`src/rtl/mem_cont_pkg.sv`:
```
package mem_cont_pkg;

    typedef enum logic [2:0] {
        CYC_IDLE      = 3'd0,
        CYC_OPC_START = 3'd1,
        CYC_RD_START  = 3'd2,
        CYC_WR_START  = 3'd3,
        CYC_OPC_DATA  = 3'd4,
        CYC_RD_DATA   = 3'd5,
        CYC_WR_DATA   = 3'd6,
        CYC_IO        = 3'd7
    } cyc_e;

    // Cycle codes that begin a memory access and may be stretched.
    function automatic logic is_start(input logic [2:0] c);
        return (c == CYC_OPC_START) || (c == CYC_RD_START) || (c == CYC_WR_START);
    endfunction

    // Cycle codes that move a data byte across the memory bus.
    function automatic logic is_data(input logic [2:0] c);
        return (c == CYC_OPC_DATA) || (c == CYC_RD_DATA) || (c == CYC_WR_DATA);
    endfunction

    // Hard-wired head of the wait pattern.
    function automatic logic [7:0] fixed_delay(input int i);
        case (i)
            0:       return 8'd2;
            1:       return 8'd1;
            default: return 8'd0;
        endcase
    endfunction

endpackage

```
`src/rtl/mc_raster.sv`:
```
module mc_raster #(
    parameter int LINE_HC = 456,
    parameter int LINES   = 311
) (
    input  logic                        clk,
    input  logic                        rst_n,
    input  logic                        adv,
    output logic [$clog2(LINE_HC)-1:0]  hpos,
    output logic [$clog2(LINES)-1:0]    line
);
    localparam int HW = $clog2(LINE_HC);
    localparam int LW = $clog2(LINES);
    localparam logic [HW-1:0] H_LAST = HW'(LINE_HC - 1);
    localparam logic [LW-1:0] L_LAST = LW'(LINES - 1);

    typedef struct packed {
        logic [HW-1:0] h;
        logic [LW-1:0] l;
    } ras_t;

    ras_t r_d, r_q;

    always_comb begin
        r_d = r_q;
        if (adv) begin
            if (r_q.h == H_LAST) begin
                r_d.h = '0;
                r_d.l = (r_q.l == L_LAST) ? '0 : r_q.l + 1'b1;
            end else begin
                r_d.h = r_q.h + 1'b1;
            end
        end
    end

    always_ff @(posedge clk or negedge rst_n) begin
        if (!rst_n) r_q <= '0;
        else        r_q <= r_d;
    end

    assign hpos = r_q.h;
    assign line = r_q.l;
endmodule

```
`src/rtl/mc_pattern.sv`:
```
module mc_pattern
    import mem_cont_pkg::*;
#(
    parameter int TAB_N   = 16,
    parameter int DLY_W   = 4,
    parameter int FIXED_N = 4
) (
    input  logic                       clk,
    input  logic                       rst_n,
    input  logic                       we,
    input  logic [$clog2(TAB_N)-1:0]   widx,
    input  logic [DLY_W-1:0]           wval,
    input  logic [$clog2(TAB_N)-1:0]   ridx,
    output logic [DLY_W-1:0]           rval
);
    localparam int IW = $clog2(TAB_N);

    logic [DLY_W-1:0] ent [TAB_N];

    for (genvar i = 0; i < TAB_N; i++) begin : g_ent
        if (i < FIXED_N) begin : g_fixed
            assign ent[i] = DLY_W'(fixed_delay(i));
        end else begin : g_load
            logic [DLY_W-1:0] e_d, e_q;
            always_comb begin
                e_d = e_q;
                if (we && (widx == IW'(i))) e_d = wval;
            end
            always_ff @(posedge clk or negedge rst_n) begin
                if (!rst_n) e_q <= '0;
                else        e_q <= e_d;
            end
            assign ent[i] = e_q;
        end
    end

    assign rval = ent[ridx];
endmodule

```
`src/rtl/mc_irq.sv`:
```
module mc_irq #(
    parameter int LINE_HC  = 456,
    parameter int LINES    = 311,
    parameter int INT_LINE = 248,
    parameter int INT_HPOS = 4,
    parameter int PULSE_HC = 64
) (
    input  logic                        clk,
    input  logic                        rst_n,
    input  logic                        adv,
    input  logic [$clog2(LINE_HC)-1:0]  hpos,
    input  logic [$clog2(LINES)-1:0]    line,
    output logic                        irq
);
    localparam int HW = $clog2(LINE_HC);
    localparam int LW = $clog2(LINES);
    localparam int CW = $clog2(PULSE_HC + 1);

    typedef struct packed {
        logic          on;
        logic [CW-1:0] cnt;
    } irq_t;

    irq_t s_d, s_q;
    logic at_mark;

    assign at_mark = (hpos == HW'(INT_HPOS)) && (line == LW'(INT_LINE));

    always_comb begin
        s_d = s_q;
        if (adv) begin
            if (at_mark) begin
                s_d.on  = 1'b1;
                s_d.cnt = CW'(PULSE_HC - 1);
            end else if (s_q.on) begin
                if (s_q.cnt == '0) s_d.on  = 1'b0;
                else               s_d.cnt = s_q.cnt - 1'b1;
            end
        end
    end

    always_ff @(posedge clk or negedge rst_n) begin
        if (!rst_n) s_q <= '0;
        else        s_q <= s_d;
    end

    assign irq = s_q.on;
endmodule

```
`src/rtl/mem_contention.sv`:
```
module mem_contention
    import mem_cont_pkg::*;
#(
    parameter int         CYC_PER_LINE = 228,
    parameter int         LINES        = 311,
    parameter int         LEADIN_CYC   = 6,
    parameter int         WIN_CYC      = 129,
    parameter int         INT_LEAD_CYC = 14368,
    parameter int         IRQ_CYC      = 32,
    parameter logic [3:0] CONT_BANKS   = 4'b0010,
    parameter int         DLY_W        = 4,
    parameter int         TAB_N        = 16
) (
    input  logic                       clk,
    input  logic                       rst_n,
    input  logic                       hc_en,
    input  logic [1:0]                 addr_hi,
    input  logic [2:0]                 cyc,
    input  logic [7:0]                 din,
    input  logic                       tbl_we,
    input  logic [$clog2(TAB_N)-1:0]   tbl_idx,
    input  logic [DLY_W-1:0]           tbl_val,
    output logic                       wait_vld,
    output logic [DLY_W-1:0]           wait_hc,
    output logic                       irq,
    output logic [7:0]                 bus_latch
);
    localparam int LINE_HC  = 2 * CYC_PER_LINE;
    localparam int WIN_HC   = 2 * WIN_CYC;
    localparam int FRAME_HC = LINE_HC * LINES;
    localparam int INT_RAW  = FRAME_HC - 2 * INT_LEAD_CYC + 2 * LEADIN_CYC;
    localparam int INT_POS  = ((INT_RAW % FRAME_HC) + FRAME_HC) % FRAME_HC;
    localparam int INT_LINE = INT_POS / LINE_HC;
    localparam int INT_HPOS = INT_POS % LINE_HC;
    localparam int IRQ_HC   = 2 * IRQ_CYC;
    localparam int HW       = $clog2(LINE_HC);
    localparam int LW       = $clog2(LINES);
    localparam int IW       = $clog2(TAB_N);

    typedef struct packed {
        logic             pend;
        logic             wvld;
        logic [DLY_W-1:0] whc;
        logic [7:0]       latch;
    } st_t;

    st_t s_d, s_q;

    logic [HW-1:0]    hpos;
    logic [LW-1:0]    line;
    logic [DLY_W-1:0] pat_val;
    logic             bank_hit, start_hit, data_hit, in_win, pend_w;

    mc_raster #(.LINE_HC(LINE_HC), .LINES(LINES)) u_raster (
        .clk(clk), .rst_n(rst_n), .adv(hc_en), .hpos(hpos), .line(line)
    );

    mc_pattern #(.TAB_N(TAB_N), .DLY_W(DLY_W), .FIXED_N(4)) u_pattern (
        .clk(clk), .rst_n(rst_n), .we(tbl_we), .widx(tbl_idx), .wval(tbl_val),
        .ridx(hpos[IW-1:0]), .rval(pat_val)
    );

    mc_irq #(
        .LINE_HC(LINE_HC), .LINES(LINES), .INT_LINE(INT_LINE),
        .INT_HPOS(INT_HPOS), .PULSE_HC(IRQ_HC)
    ) u_irq (
        .clk(clk), .rst_n(rst_n), .adv(hc_en), .hpos(hpos), .line(line), .irq(irq)
    );

    assign bank_hit  = CONT_BANKS[addr_hi];
    assign start_hit = bank_hit && is_start(cyc);
    assign data_hit  = bank_hit && is_data(cyc);
    // Window opens at line position 0, so the pattern index is the low bits of hpos.
    assign in_win    = int'(hpos) < WIN_HC;

    always_comb begin
        s_d = s_q;
        if (hc_en) begin
            s_d.pend = start_hit;
            s_d.wvld = s_q.pend;
            s_d.whc  = (s_q.pend && in_win) ? pat_val : '0;
            if (data_hit) s_d.latch = din;
        end
    end

    always_ff @(posedge clk or negedge rst_n) begin
        if (!rst_n) s_q <= '0;
        else        s_q <= s_d;
    end

    assign pend_w    = s_q.pend;
    assign wait_vld  = s_q.wvld;
    assign wait_hc   = s_q.whc;
    assign bus_latch = s_q.latch;
endmodule

```
`config.mk`:
```
export PLATFORM = sky130hd
export DESIGN_NAME = mem_contention
export DESIGN_NICKNAME = d
export VERILOG_FILES = /design/src/rtl/mem_cont_pkg.sv /design/src/rtl/mc_raster.sv /design/src/rtl/mc_pattern.sv /design/src/rtl/mc_irq.sv /design/src/rtl/mem_contention.sv
export SDC_FILE = /design/constraint.sdc
export NUM_CORES = 1
export LEC_CHECK = 0
export BUFFER_PORTS_ARGS = -buffer_cell sky130_fd_sc_hd__buf_4
export CORE_ASPECT_RATIO = 0.5
export CORE_MARGIN = 4
export CORE_UTILIZATION = 40
export DETAILED_ROUTE_END_ITERATION = 8
export HOLD_SLACK_MARGIN = 0.12
export SYNTH_ARGS = -nofsm -noshare
export SYNTH_HDL_FRONTEND = slang
export SYNTH_HIERARCHICAL = 1
export SYNTH_SLANG_ARGS = --single-unit
```
`constraint.sdc`:
```
create_clock -name clk -period 5.6 [get_ports clk]
set_input_delay 1.12 -clock clk [delete_from_list [all_inputs] [get_ports clk]]
set_output_delay 1.12 -clock clk [all_outputs]
set_load 0.02 [all_outputs]
```
# Word level (Yosys, flattened, before mapping)
# Cells that the tools add are included.
# W data, S select, Z words.
[totals]
n_memories = 0
romBits = 0
ff_bits = 88
inputBits = 25
ramBits = 0
latch_bits = 0
output_inout_bits = 14
wordCells = 87
[op_classes]
reduce_logical = 25
n_div = 0
n_shift = 0
n_mux = 12
order_cmp = 3
bitwise_logic = 1
multipliers = 0
n_addsub = 3
eq_ne = 23
[op_table]
columns = ["operator", "n"]
rows = [
  ["$eq A4 B4 Y1 const B", 8],
  ["$add A9 B1 Y9 const B", 2],
  ["$eq A9 B9 Y1 const B", 2],
  ["$mux W9", 2],
  ["$bmux W4 S4", 1],
  ["$eq A4 B3 Y1 const B", 4],
  ["$logic_and A1 B1 Y1", 16],
  ["$mux W8", 2],
  ["$mux W4", 3],
  ["$eq A3 B3 Y1 const B", 3],
  ["$eq A9 B3 Y1 const B", 1],
  ["$eq A9 B8 Y1 const B", 1],
  ["$lt A9 B9 Y1 const B", 1],
  ["$logic_not A7 Y1", 1],
  ["$mux W7", 1],
  ["$sub A7 B1 Y7 const B", 1],
  ["$eq A3 B2 Y1 const B", 2],
  ["$ge A5 B5 Y1 const B", 1],
  ["$not A4 Y5", 1],
  ["$logic_or A1 B1 Y1", 4],
  ["$reduce_and A2 Y1", 2],
  ["$eq A3 B1 Y1 const B", 1],
  ["$lt A2 B3 Y1 const B", 1],
  ["$reduce_and A3 Y1", 1],
  ["4 further kinds", 5],
]

# Logic depth before layout (Yosys ltp)
# Gate-level depths: netlist of run 1.
[depth]
depth_word = 5
depth_mapped = 8
mapped_depth_nobuf = 6

# Cells and area by module
# The synthesis of run 1 kept the hierarchy.
[by_module_without_submodules]
columns = ["module", "cells_per_inst", "n_inst", "seq_area_each_um2", "area_per_inst_um2"]
rows = [
  ["mc_pattern", 154, 1, 1201.2, 2285.9],
  ["mc_raster", 96, 1, 450.4, 979.7],
  ["mem_contention", 46, 1, 350.3, 594.3],
  ["mc_irq", 57, 1, 200.2, 518.0],
]

# Worst setup path after synthesis of run 1
# No wires, ideal clock.
[synth_path]
kind = "input port to flip-flop"
start = "input port tbl_idx[2]"
end = "register u_pattern.g_ent[8].g_load.e_q[0]"
setup_ns = 0.125
n_path_buf = 0
path_stages = 3
required_ns = 5.475
slack_ns = 3.513
arrival_ns = 1.962
path_cell_list = "nand3b_1 -> or3_1 -> mux2_2"
[synth_via]
elab_chain_len = 2
[synth_rtl]
columns = ["item", "line_no", "text"]
rows = [
  ["start, declared", "mem_contention.sv:21", "input logic [$clog2(TAB_N)-1:0] tbl_idx,"],
  ["$eq A4 B4 Y1", "mc_pattern.sv:27", "if (we && (widx == IW'(i))) e_d = wval;"],
  ["$logic_and A1 B1 Y1", "mc_pattern.sv:27", ""],
  ["end signal, assigned", "mc_pattern.sv:30", "if (!rst_n) e_q <= '0;"],
  ["end signal, assigned", "mc_pattern.sv:31", "else e_q <= e_d;"],
  ["end, declared", "mc_pattern.sv:24", "logic [DLY_W-1:0] e_d, e_q;"],
]
# Every way passes these cells.
# A chain may end at the register's enable or synchronous reset.

# Worst setup path in the final report of run 1
[layout_path]
start = "register u_raster.r_q, in the netlist u_raster/hpos[1]"
end = "register u_raster.r_q, in the netlist u_raster/line[7]"
[layout_via]
elab_chain_len = 2
[layout_rtl]
columns = ["item", "line_no", "text"]
rows = [
  ["start, declared", "mc_raster.sv:21", "ras_t r_d, r_q;"],
  ["start signal, assigned", "mc_raster.sv:37", "else r_q <= r_d;"],
  ["$eq A9 B9 Y1", "mc_raster.sv:26", "if (r_q.h == H_LAST) begin"],
  ["$reduce_and A2 Y1 (no line)", "-", ""],
]
# Every way passes these cells.

==> qor.csv, run 1 <==
metric;value;unit
drc;0;
endpoint_kind;flip-flop;
yosysSeqAreaShare;0.503;
critPathMaxFanout;21;
io_buffers;38;
io_pins;39;
synth_cell_types;56;
drv_cap;0;
worstSetupPathType;reg2reg;
maxSlewViolCount;0;
grt-busiest-layer;met2;
via_per_inst;5.39;
cts_buffers;9;
antenna_cells;0;
grt_pass1_wl;14900;um
antenna_found_initial;0;
hold_class;reg2reg;
clk_pin_slew;0.06;ns
synth-seq-cells;88;
tritoncts;yes;
pre_cts_ws;3.04;ns
synthCells;353;
final_antenna_net_count;0;
die_h;82.0;um
rsz0062_at_grt;no;
htreeDepth;3;
firstDrtPassIters;4;
cts-root-buf;clkbuf_16;
start_util;0.419;
clk_latency;0.34;ns
grt_util_met1;0.192;
async_flop_share;1.00;
timing.fmax;392;MHz
wl;8750;um
clockBufferDepth;2;
clkSinkCount;88;
fin_worst_skew;0.00525;ns
synth_top_flop_cell;dfrtp_1;
gp_congestion;0.796;
wl_per_cell;16.3;um
die_x;156;um
p_per_area;361;mW/mm^2
num_rows;26;
fp.dieArea;0.0128;mm^2
finalPower;1830;uW
grt.overflow.total;0;
final_hold_viol_count;0;
hold_buffers;0;
grt_use_total;0.148;
final_cell_mix;dfrtp_1 (88), mux2_2 (58), buf_4 (39), nand2_1 (19), nor2_1 (19);
dpl.hpwl;6310;um
worst_slew_pin_slew;0.873;ns
setup_ws;3.05;ns
grt_max_degree;49;
finalSetupTns;0;ns
cp_data_arrival_time;2.77;ns
area_delta_synth_final;15.9;%
core;0.0104;mm^2
drive_gt1_frac;0.326;
grt_use_met2;0.246;
layout_commonest_cell;dfrtp_1;
synth_fp_nets;382;
status;finished clean;
synth-warning-count;6;
met3_usage;0.0416;
synth-edff-count;0;
syn_area;0.00438;mm^2
setup_violations;0;
power_leakage;0.00225;uW
period_minus_slack;2.55;ns
via_count;2891;
post_cts_buffers;0;
start_kind;flip-flop;
final_net_count;420;
ir_drop;173;uV
grt_pass1_vias;2912;
avgSynthCellArea;12.4;um^2
timing.slew.headroom;0.418;
cts_resized;0;
first_iter_violations;145;
period_share;0.456;
worstPathRequired;5.82;ns
==> state kept, by name, summed over array words and instances, names as in the netlist <==
signal,cells
bus_latch,8
pend_w,1
u_irq/irq,1
u_irq/s_q,7
u_pattern/g_ent.g_load.e_q,48
u_raster/hpos,9
u_raster/line,9
wait_hc,4
wait_vld,1
==> synth_stat cells, types with 4 or more instances <==
cell type	count	share of area
a21oi_1	9	0.010
a31oi_1	6	0.0086
and3_1	4	0.0057
clkbuf_1	5	0.0043
dfrtp_1	88	0.50
ha_1	4	0.011
inv_1	16	0.014
mux2_2	58	0.15
mux2i_1	8	0.018
mux4_1	6	0.036
mux4_2	4	0.021
nand2_1	19	0.016
nand3_1	16	0.018
nand4_1	4	0.0057
nor2_1	19	0.016
nor3_1	5	0.0057
o21ai_0	9	0.010
o22ai_1	4	0.0057
or3_1	6	0.0086
xnor2_1	4	0.0080
==> layer usage <==
layer | vias to the layer above | share of wire
li1 | 1383 | -
met1 | 1471 | 0.46
met2 | 29 | 0.50
met3 | 8 | 0.028
met4 | 0 | 0.0096
met5 | - | 0
==> worst max-delay path, cell delays in order (launching register included) <==
cell and delay [ns]:
dfrtp_1 0.91, ha_1 0.35, and4_1 0.29, and3_1 0.39, nand4_2 0.17, mux2_4 0.32
==> power breakdown <==
| group | leakage, uW | total [uW] | switching, uW | internal (uW) |
|---|---|---|---|---|
| clock network | 0.000139 | 598 | 239 | 359 |
| logic | 0.00101 | 362 | 144 | 219 |
| registers | 0.00110 | 873 | 124 | 748 |
==> cells by family (layout without fill, tap and decap cells) <==
| group | Yosys count | count (layout) | share of synthesized area |
|---|---|---|---|
| xor gates and xnor gates | 5 | 5 | 0.0100 |
| muxes | 78 | 78 | 0.231 |
| DFF | 88 | 88 | 0.503 |
| AOI/OAI and AO/OA | 43 | 43 | 0.0614 |
| and+or+nand+nor | 107 | 107 | 0.153 |
| adders and majority gates | 4 | 4 | 0.0114 |
| buffers and inverters | 28 | 71 | 0.0300 |
==> path summary, 6_finish.rpt <==
check / end / start / cells past startpoint / slack [ns]
setup / recovery: u_raster/line[7] / u_raster/hpos[1] / 5 / 3.05
hold / removal: u_pattern/g_ent[4].g_load.e_q[2] / u_pattern/g_ent[4].g_load.e_q[2] / 1 / 0.50
setup reg to reg: u_raster/line[7] / u_raster/hpos[1] / 5 / 3.05
hold reg to reg: u_pattern/g_ent[4].g_load.e_q[2] / u_pattern/g_ent[4].g_load.e_q[2] / 1 / 0.50
max in group asynchronous: u_irq/s_q[3] / rst_n / 2 / 3.86
min in group asynchronous: u_pattern/g_ent[12].g_load.e_q[0] / rst_n / 1 / 0.75
==> cell type report <==
| class | instances | area [um^2] |
|---|---|---|
| clock buffer | 12 | 246 |
| clock inverter | 4 | 53.8 |
| fill | 917 | 5370 |
| inverter | 16 | 60.1 |
| multi-input combinational | 237 | 2040 |
| sequential | 88 | 2200 |
| tap | 140 | 175 |
| timing repair buffer | 39 | 293 |
==> through the flow <==
step	cells	hold WS [ns]	util	cell area [um^2]
floorplan	353	0.471	-	4380
global placement	520	0.481	0.457	4770
detailed placement	520	0.489	0.457	4770
CTS	536	0.502	0.486	5070
global route	536	0.515	0.486	5070
finish	536	0.497	0.486	5070
Power figures use the tool's default switching activity.
==> run 2, diff against run 1 <==
==> constraint.sdc (replaced) <==
create_clock -name clk -period 2.2 [get_ports clk]
set_input_delay 0.44 -clock clk [delete_from_list [all_inputs] [get_ports clk]]
set_output_delay 0.44 -clock clk [all_outputs]
set_load 0.02 [all_outputs]
==> qor.csv, run 2 (synthesis gave the netlist of run 1 again) <==
metric;value;unit;change
final_cells;544;;was 536
drv_cap;0;;unchanged
setup_violations;0;;unchanged
worst_slew_pin_slew;0.558;ns;was 0.873 ns
top_layer_used;met4;;unchanged
core;0.0104;mm^2;unchanged
placed_area;0.00485;mm^2;was 0.00477 mm^2
io_buffers;38;;unchanged
wl;9260;um;was 8750 um
drc;0;;unchanged
p_sw_frac;0.280;;was 0.277
p_comb_frac;0.235;;was 0.198
final_area;0.00516;mm^2;was 0.00507 mm^2
first_iter_violations;132;;was 145
via_count;2978;;was 2891
p_int;3380;uW;was 1330 uW
grt_pass1_wl;15100;um;was 14900 um
dpl.hpwl;6650;um;was 6310 um
period_share;0.868;;was 0.456
r2r-start;u_raster/hpos[0];;was u_raster/hpos[1]
timing.fmax;524;MHz;was 392 MHz
start_kind;flip-flop;;unchanged
maxSlewViolCount;0;;unchanged
fin_worst_skew;0.00571;ns;was 0.00525 ns
regMostFlops;u_pattern/g_ent.g_load.e_q;;unchanged
wl_met2;4700;um;was 4410 um
power_frac_clock;0.315;;was 0.326
via_per_inst;5.47;;was 5.39
clk_latency;0.34;ns;about the same
grt_max_degree;44;;was 49
worstPathRequired;2.47;ns;was 5.82 ns
post_cts_buffers;0;;unchanged
timing.slew.headroom;0.625;;was 0.418
hold_class;in2reg;;was reg2reg
startpoint;u_raster/hpos[0];;was u_raster/hpos[1]
num_rows;26;;unchanged
grt_pass1_vias;3011;;was 2912
endpoint_kind;flip-flop;;unchanged
utilization;0.494;;was 0.486
power_leakage;0.00230;uW;was 0.00225 uW
switchingPower;1310;uW;was 507 uW
largest_reg_flops;48;;unchanged
worstSetupPathType;reg2reg;;unchanged
critPathMaxFanout;12;;was 21
clk_pin_slew;0.06;ns;about the same
final_antenna_net_count;0;;unchanged
cp_data_arrival_time;2.18;ns;was 2.77 ns
final_hold_viol_count;0;;unchanged
status;finished clean;;unchanged
htreeDepth;3;;unchanged
gp_congestion;0.840;;was 0.796
met1_length;4120;um;was 4010 um
period_minus_slack;1.91;ns;was 2.55 ns
p_per_area;909;mW/mm^2;was 361 mW/mm^2
final_net_count;428;;was 420
antenna_found_initial;0;;unchanged
antenna_cells;0;;unchanged
area_delta_synth_final;17.8;%;was 15.9%
r2r_setup_slack;0.29;ns;was 3.05 ns
io_pins;39;;unchanged
hp-start;cyc[2];;was u_pattern/g_ent[4].g_load.e_q[2]
fp.dieArea;0.0128;mm^2;unchanged
clkSinkCount;88;;unchanged
clockBufferDepth;2;;unchanged
ir_drop;495;uV;was 173 uV
grt_use_total;0.152;;was 0.148
fillers;908;;was 917
start_util;0.419;;unchanged
cts_buffers;9;;unchanged
grt.overflow.total;0;;unchanged
die_h;82.0;um;unchanged
p_seq_frac;0.450;;was 0.476
wl_per_cell;17.0;um;was 16.3 um
finalSetupTns;0;ns;unchanged
final_cell_mix;dfrtp_1 (87), mux2_2 (58), buf_4 (44), nand2_1 (19), nor2_1 (19);;was dfrtp_1 (88), mux2_2 (58), buf_4 (39), nand2_1 (19), nor2_1 (19)
wl_met3;328;um;was 247 um
rsz0062_at_grt;no;;unchanged
drive_gt1_frac;0.342;;was 0.326
dp_cells;527;;was 520
tritoncts;yes;;unchanged
cts-root-buf;clkbuf_16;;unchanged
firstDrtPassIters;6;;was 4
die_x;156;um;unchanged
layout_commonest_cell;dfrtp_1;;unchanged
[run 2: cell count changes in the layout (fill, tap and decap cells not counted), sizes merged]
cell,before,now
buf,39,46
bufinv,1,0
clkbuf,12,13
clkinv,1,2
clkinvlp,2,1
dlygate4sd3,0,1
[run 2: power by group through the flow]
stage               logic (uW)  registers (uW)  clock network (uW)
floorplan                  692            2160                   0
global placement          1080            2130                   0
detailed placement        1110            2140                   0
CTS                       1120            2110                1520
global route              1210            2150                1590
finish                    1100            2110                1480
[run 2: per-stage QoR]
stage / hold slack (ns) / total power, uW / setup WS (ns)
floorplan: 0.144 / 2850 / 0.302
global placement: 0.335 / 3200 / 0.125
detailed placement: 0.344 / 3250 / 0.116
CTS: 0.318 / 4750 / 0.105
global route: 0.320 / 4950 / 0.170
finish: 0.325 / 4690 / 0.291
[run 2: area by class of cell]
class,instances,area (um^2),area share
clock inverters,3,25.0,0.00485
flip-flops and latches,88,2200,0.427
inverters,16,60.1,0.0116
clock buffers,13,270,0.0524
well taps,140,175,0.0340
multi-input cells,237,2040,0.396
repair buffers,47,380,0.0737
[run 2: per-layer routing]
metal	vias up	GRT usage
met5	-	0
met4	0	0.0489
met3	12	0.0421
met2	58	0.258
met1	1509	0.192
li1	1399	-
[run 2: timing repair]
item,in CTS,in global routing
gates resized for setup,0,1
hold buffers,1,0
hold endpoints to repair,19,0
setup endpoints to repair,0,1
[run 2: path summary, 6_finish.rpt]
| path | to | cells after the start |
|---|---|---|
| min in group asynchronous | u_pattern/g_ent[13].g_load.e_q[1] | 2 |
| max in group asynchronous | bus_latch[6] | 3 |
| min reg2reg | u_pattern/g_ent[8].g_load.e_q[2] | 1 |
| max | u_raster/line[6] | 5 |
| max reg2reg | u_raster/line[6] | 5 |
| min | pend_w | 2 |
[run 2: critical path: stages, from the launching register on]
cell	delay (ns)
dfrtp_2	0.54
ha_1	0.26
and4_1	0.29
nand3_4	0.15
or4_1	0.52
o21ai_1	0.08
==> run 3, diff against run 2 <==
--- a/config.mk
+++ b/config.mk
@@ -6,7 +6,7 @@
 export NUM_CORES = 1
 export LEC_CHECK = 0
 export BUFFER_PORTS_ARGS = -buffer_cell sky130_fd_sc_hd__buf_4
-export CORE_ASPECT_RATIO = 0.5
+export CORE_ASPECT_RATIO = 0.75
 export CORE_MARGIN = 4
 export CORE_UTILIZATION = 40
 export DETAILED_ROUTE_END_ITERATION = 8
==> qor.csv, run 3 (synthesis gave the netlist of run 1 again) <==
metric;value;unit;change
die_h;98.6;um;was 82.0 um
hold_class;in2reg;;unchanged
final_antenna_net_count;0;;unchanged
regMostFlops;u_pattern/g_ent.g_load.e_q;;unchanged
gp_congestion;0.779;;was 0.840
fp.dieArea;0.0127;mm^2;was 0.0128 mm^2
clockBufferDepth;2;;unchanged
largest_reg_flops;48;;unchanged
power_leakage;0.00232;uW;was 0.00230 uW
grt_pass1_wl;15700;um;was 15100 um
clk_latency;0.33;ns;was 0.34 ns
cp_data_arrival_time;2.13;ns;was 2.18 ns
num_rows;32;;was 26
final_net_count;431;;was 428
drive_gt1_frac;0.347;;was 0.342
wl;9320;um;was 9260 um
first_iter_violations;254;;was 132
endpoint_kind;flip-flop;;unchanged
via_per_inst;5.49;;was 5.47
area_delta_synth_final;18.0;%;was 17.8%
worstPathRequired;2.42;ns;was 2.47 ns
dpl.hpwl;6760;um;was 6650 um
cts_buffers;9;;unchanged
start_kind;flip-flop;;unchanged
fillers;951;;was 908
maxSlewViolCount;0;;unchanged
antenna_found_initial;0;;unchanged
tritoncts;yes;;unchanged
finalSetupTns;0;ns;unchanged
period_share;0.867;;was 0.868
period_minus_slack;1.91;ns;about the same
grt_max_degree;42;;was 44
firstDrtPassIters;4;;was 6
critPathMaxFanout;11;;was 12
worst_slew_pin_slew;0.584;ns;was 0.558 ns
worstSetupPathType;reg2reg;;unchanged
grt_use_total;0.157;;was 0.152
setup_violations;0;;unchanged
layout_commonest_cell;dfrtp_1;;unchanged
final_hold_viol_count;0;;unchanged
status;finished clean;;unchanged
start_util;0.417;;was 0.419
drv_cap;0;;unchanged
clkSinkCount;88;;unchanged
wl_per_cell;17.2;um;was 17.0 um
antenna_cells;0;;unchanged
p_per_area;916;mW/mm^2;was 909 mW/mm^2
htreeDepth;3;;unchanged
rsz0062_at_grt;no;;unchanged
grt.overflow.total;0;;unchanged
via_count;2978;;unchanged
drc;0;;unchanged
final_cell_mix;dfrtp_1 (87), mux2_2 (58), buf_4 (48), nand2_1 (19), nor2_1 (19);;was dfrtp_1 (87), mux2_2 (58), buf_4 (44), nand2_1 (19), nor2_1 (19)
ir_drop;419;uV;was 495 uV
core;0.0105;mm^2;was 0.0104 mm^2
grt_pass1_vias;3024;;was 3011
io_pins;39;;unchanged
setup_ws;0.293;ns;was 0.291 ns
timing.slew.headroom;0.607;;was 0.625
timing.fmax;524;MHz;about the same
clk_pin_slew;0.06;ns;about the same
cts-root-buf;clkbuf_16;;unchanged
fin_worst_skew;0.00454;ns;was 0.00571 ns
io_buffers;38;;unchanged
die_x;129;um;was 156 um
pre_cts_ws;0.119;ns;was 0.116 ns
## run 3: layer usage
layer | track usage | vias up | routed length, um
met5 | 0 | - | 0
met4 | 0.0420 | 0 | 107
met3 | 0.0455 | 12 | 437
met2 | 0.224 | 59 | 4130
met1 | 0.233 | 1494 | 4640
li1 | - | 1413 | -
## run 3: final timing paths
check / startpoint / endpoint / slack (ns) / cells after the start
worst max-delay path: u_raster/hpos[0] / u_raster/line[7] / 0.29 / 5
worst min-delay path: cyc[2] / pend_w / 0.33 / 2
worst max register to register: u_raster/hpos[0] / u_raster/line[7] / 0.29 / 5
worst min register to register: u_pattern/g_ent[13].g_load.e_q[1] / u_pattern/g_ent[13].g_load.e_q[1] / 0.50 / 1
max in group asynchronous: rst_n / u_pattern/g_ent[8].g_load.e_q[3] / 1.01 / 3
min in group asynchronous: rst_n / u_raster/line[7] / 0.60 / 2
## run 3: final cells by class
| class | count | area, um^2 | share of cell area |
|---|---|---|---|
| inverters | 16 | 60.1 | 0.0116 |
| clock buffers | 10 | 239 | 0.0463 |
| clock inverters | 5 | 57.6 | 0.0111 |
| multi-input cells | 237 | 2040 | 0.396 |
| well taps | 136 | 170 | 0.0329 |
| flip-flops and latches | 88 | 2200 | 0.427 |
| repair buffers | 50 | 390 | 0.0756 |
## run 3: timing repair
item,in CTS,in global routing
resized for setup,0,1
hold buffers,1,0
buffers inserted,0,0
endpoints found under the hold margin,30,0
endpoints found under the setup margin,0,1
## run 3: critical path: stages, from the launching register on
cell and delay (ns):
dfrtp_2 0.51, ha_1 0.26, and4_1 0.29, and3_1 0.30, nand4_2 0.13, mux2_4 0.31
## run 3: power by group
group	leakage [uW]	internal [uW]	total, uW	switching, uW
Clock	0.000148	904	1510	609
Sequential	0.00109	1910	2130	221
Combinational	0.00107	602	1090	484
## run 3: stage by stage
step | instance area, um^2 | util | std cells | hold WS, ns | total power (uW)
6_report | 5160 | 0.492 | 542 | 0.327 | 4730
5_1_grt | 5160 | 0.492 | 542 | 0.322 | 4980
4_1_cts | 5160 | 0.492 | 542 | 0.316 | 4790
3_3_place_gp | 4860 | 0.463 | 526 | 0.417 | 3220
3_5_place_dp | 4860 | 0.463 | 526 | 0.424 | 3260
2_1_floorplan | 4380 | - | 353 | 0.144 | 2850
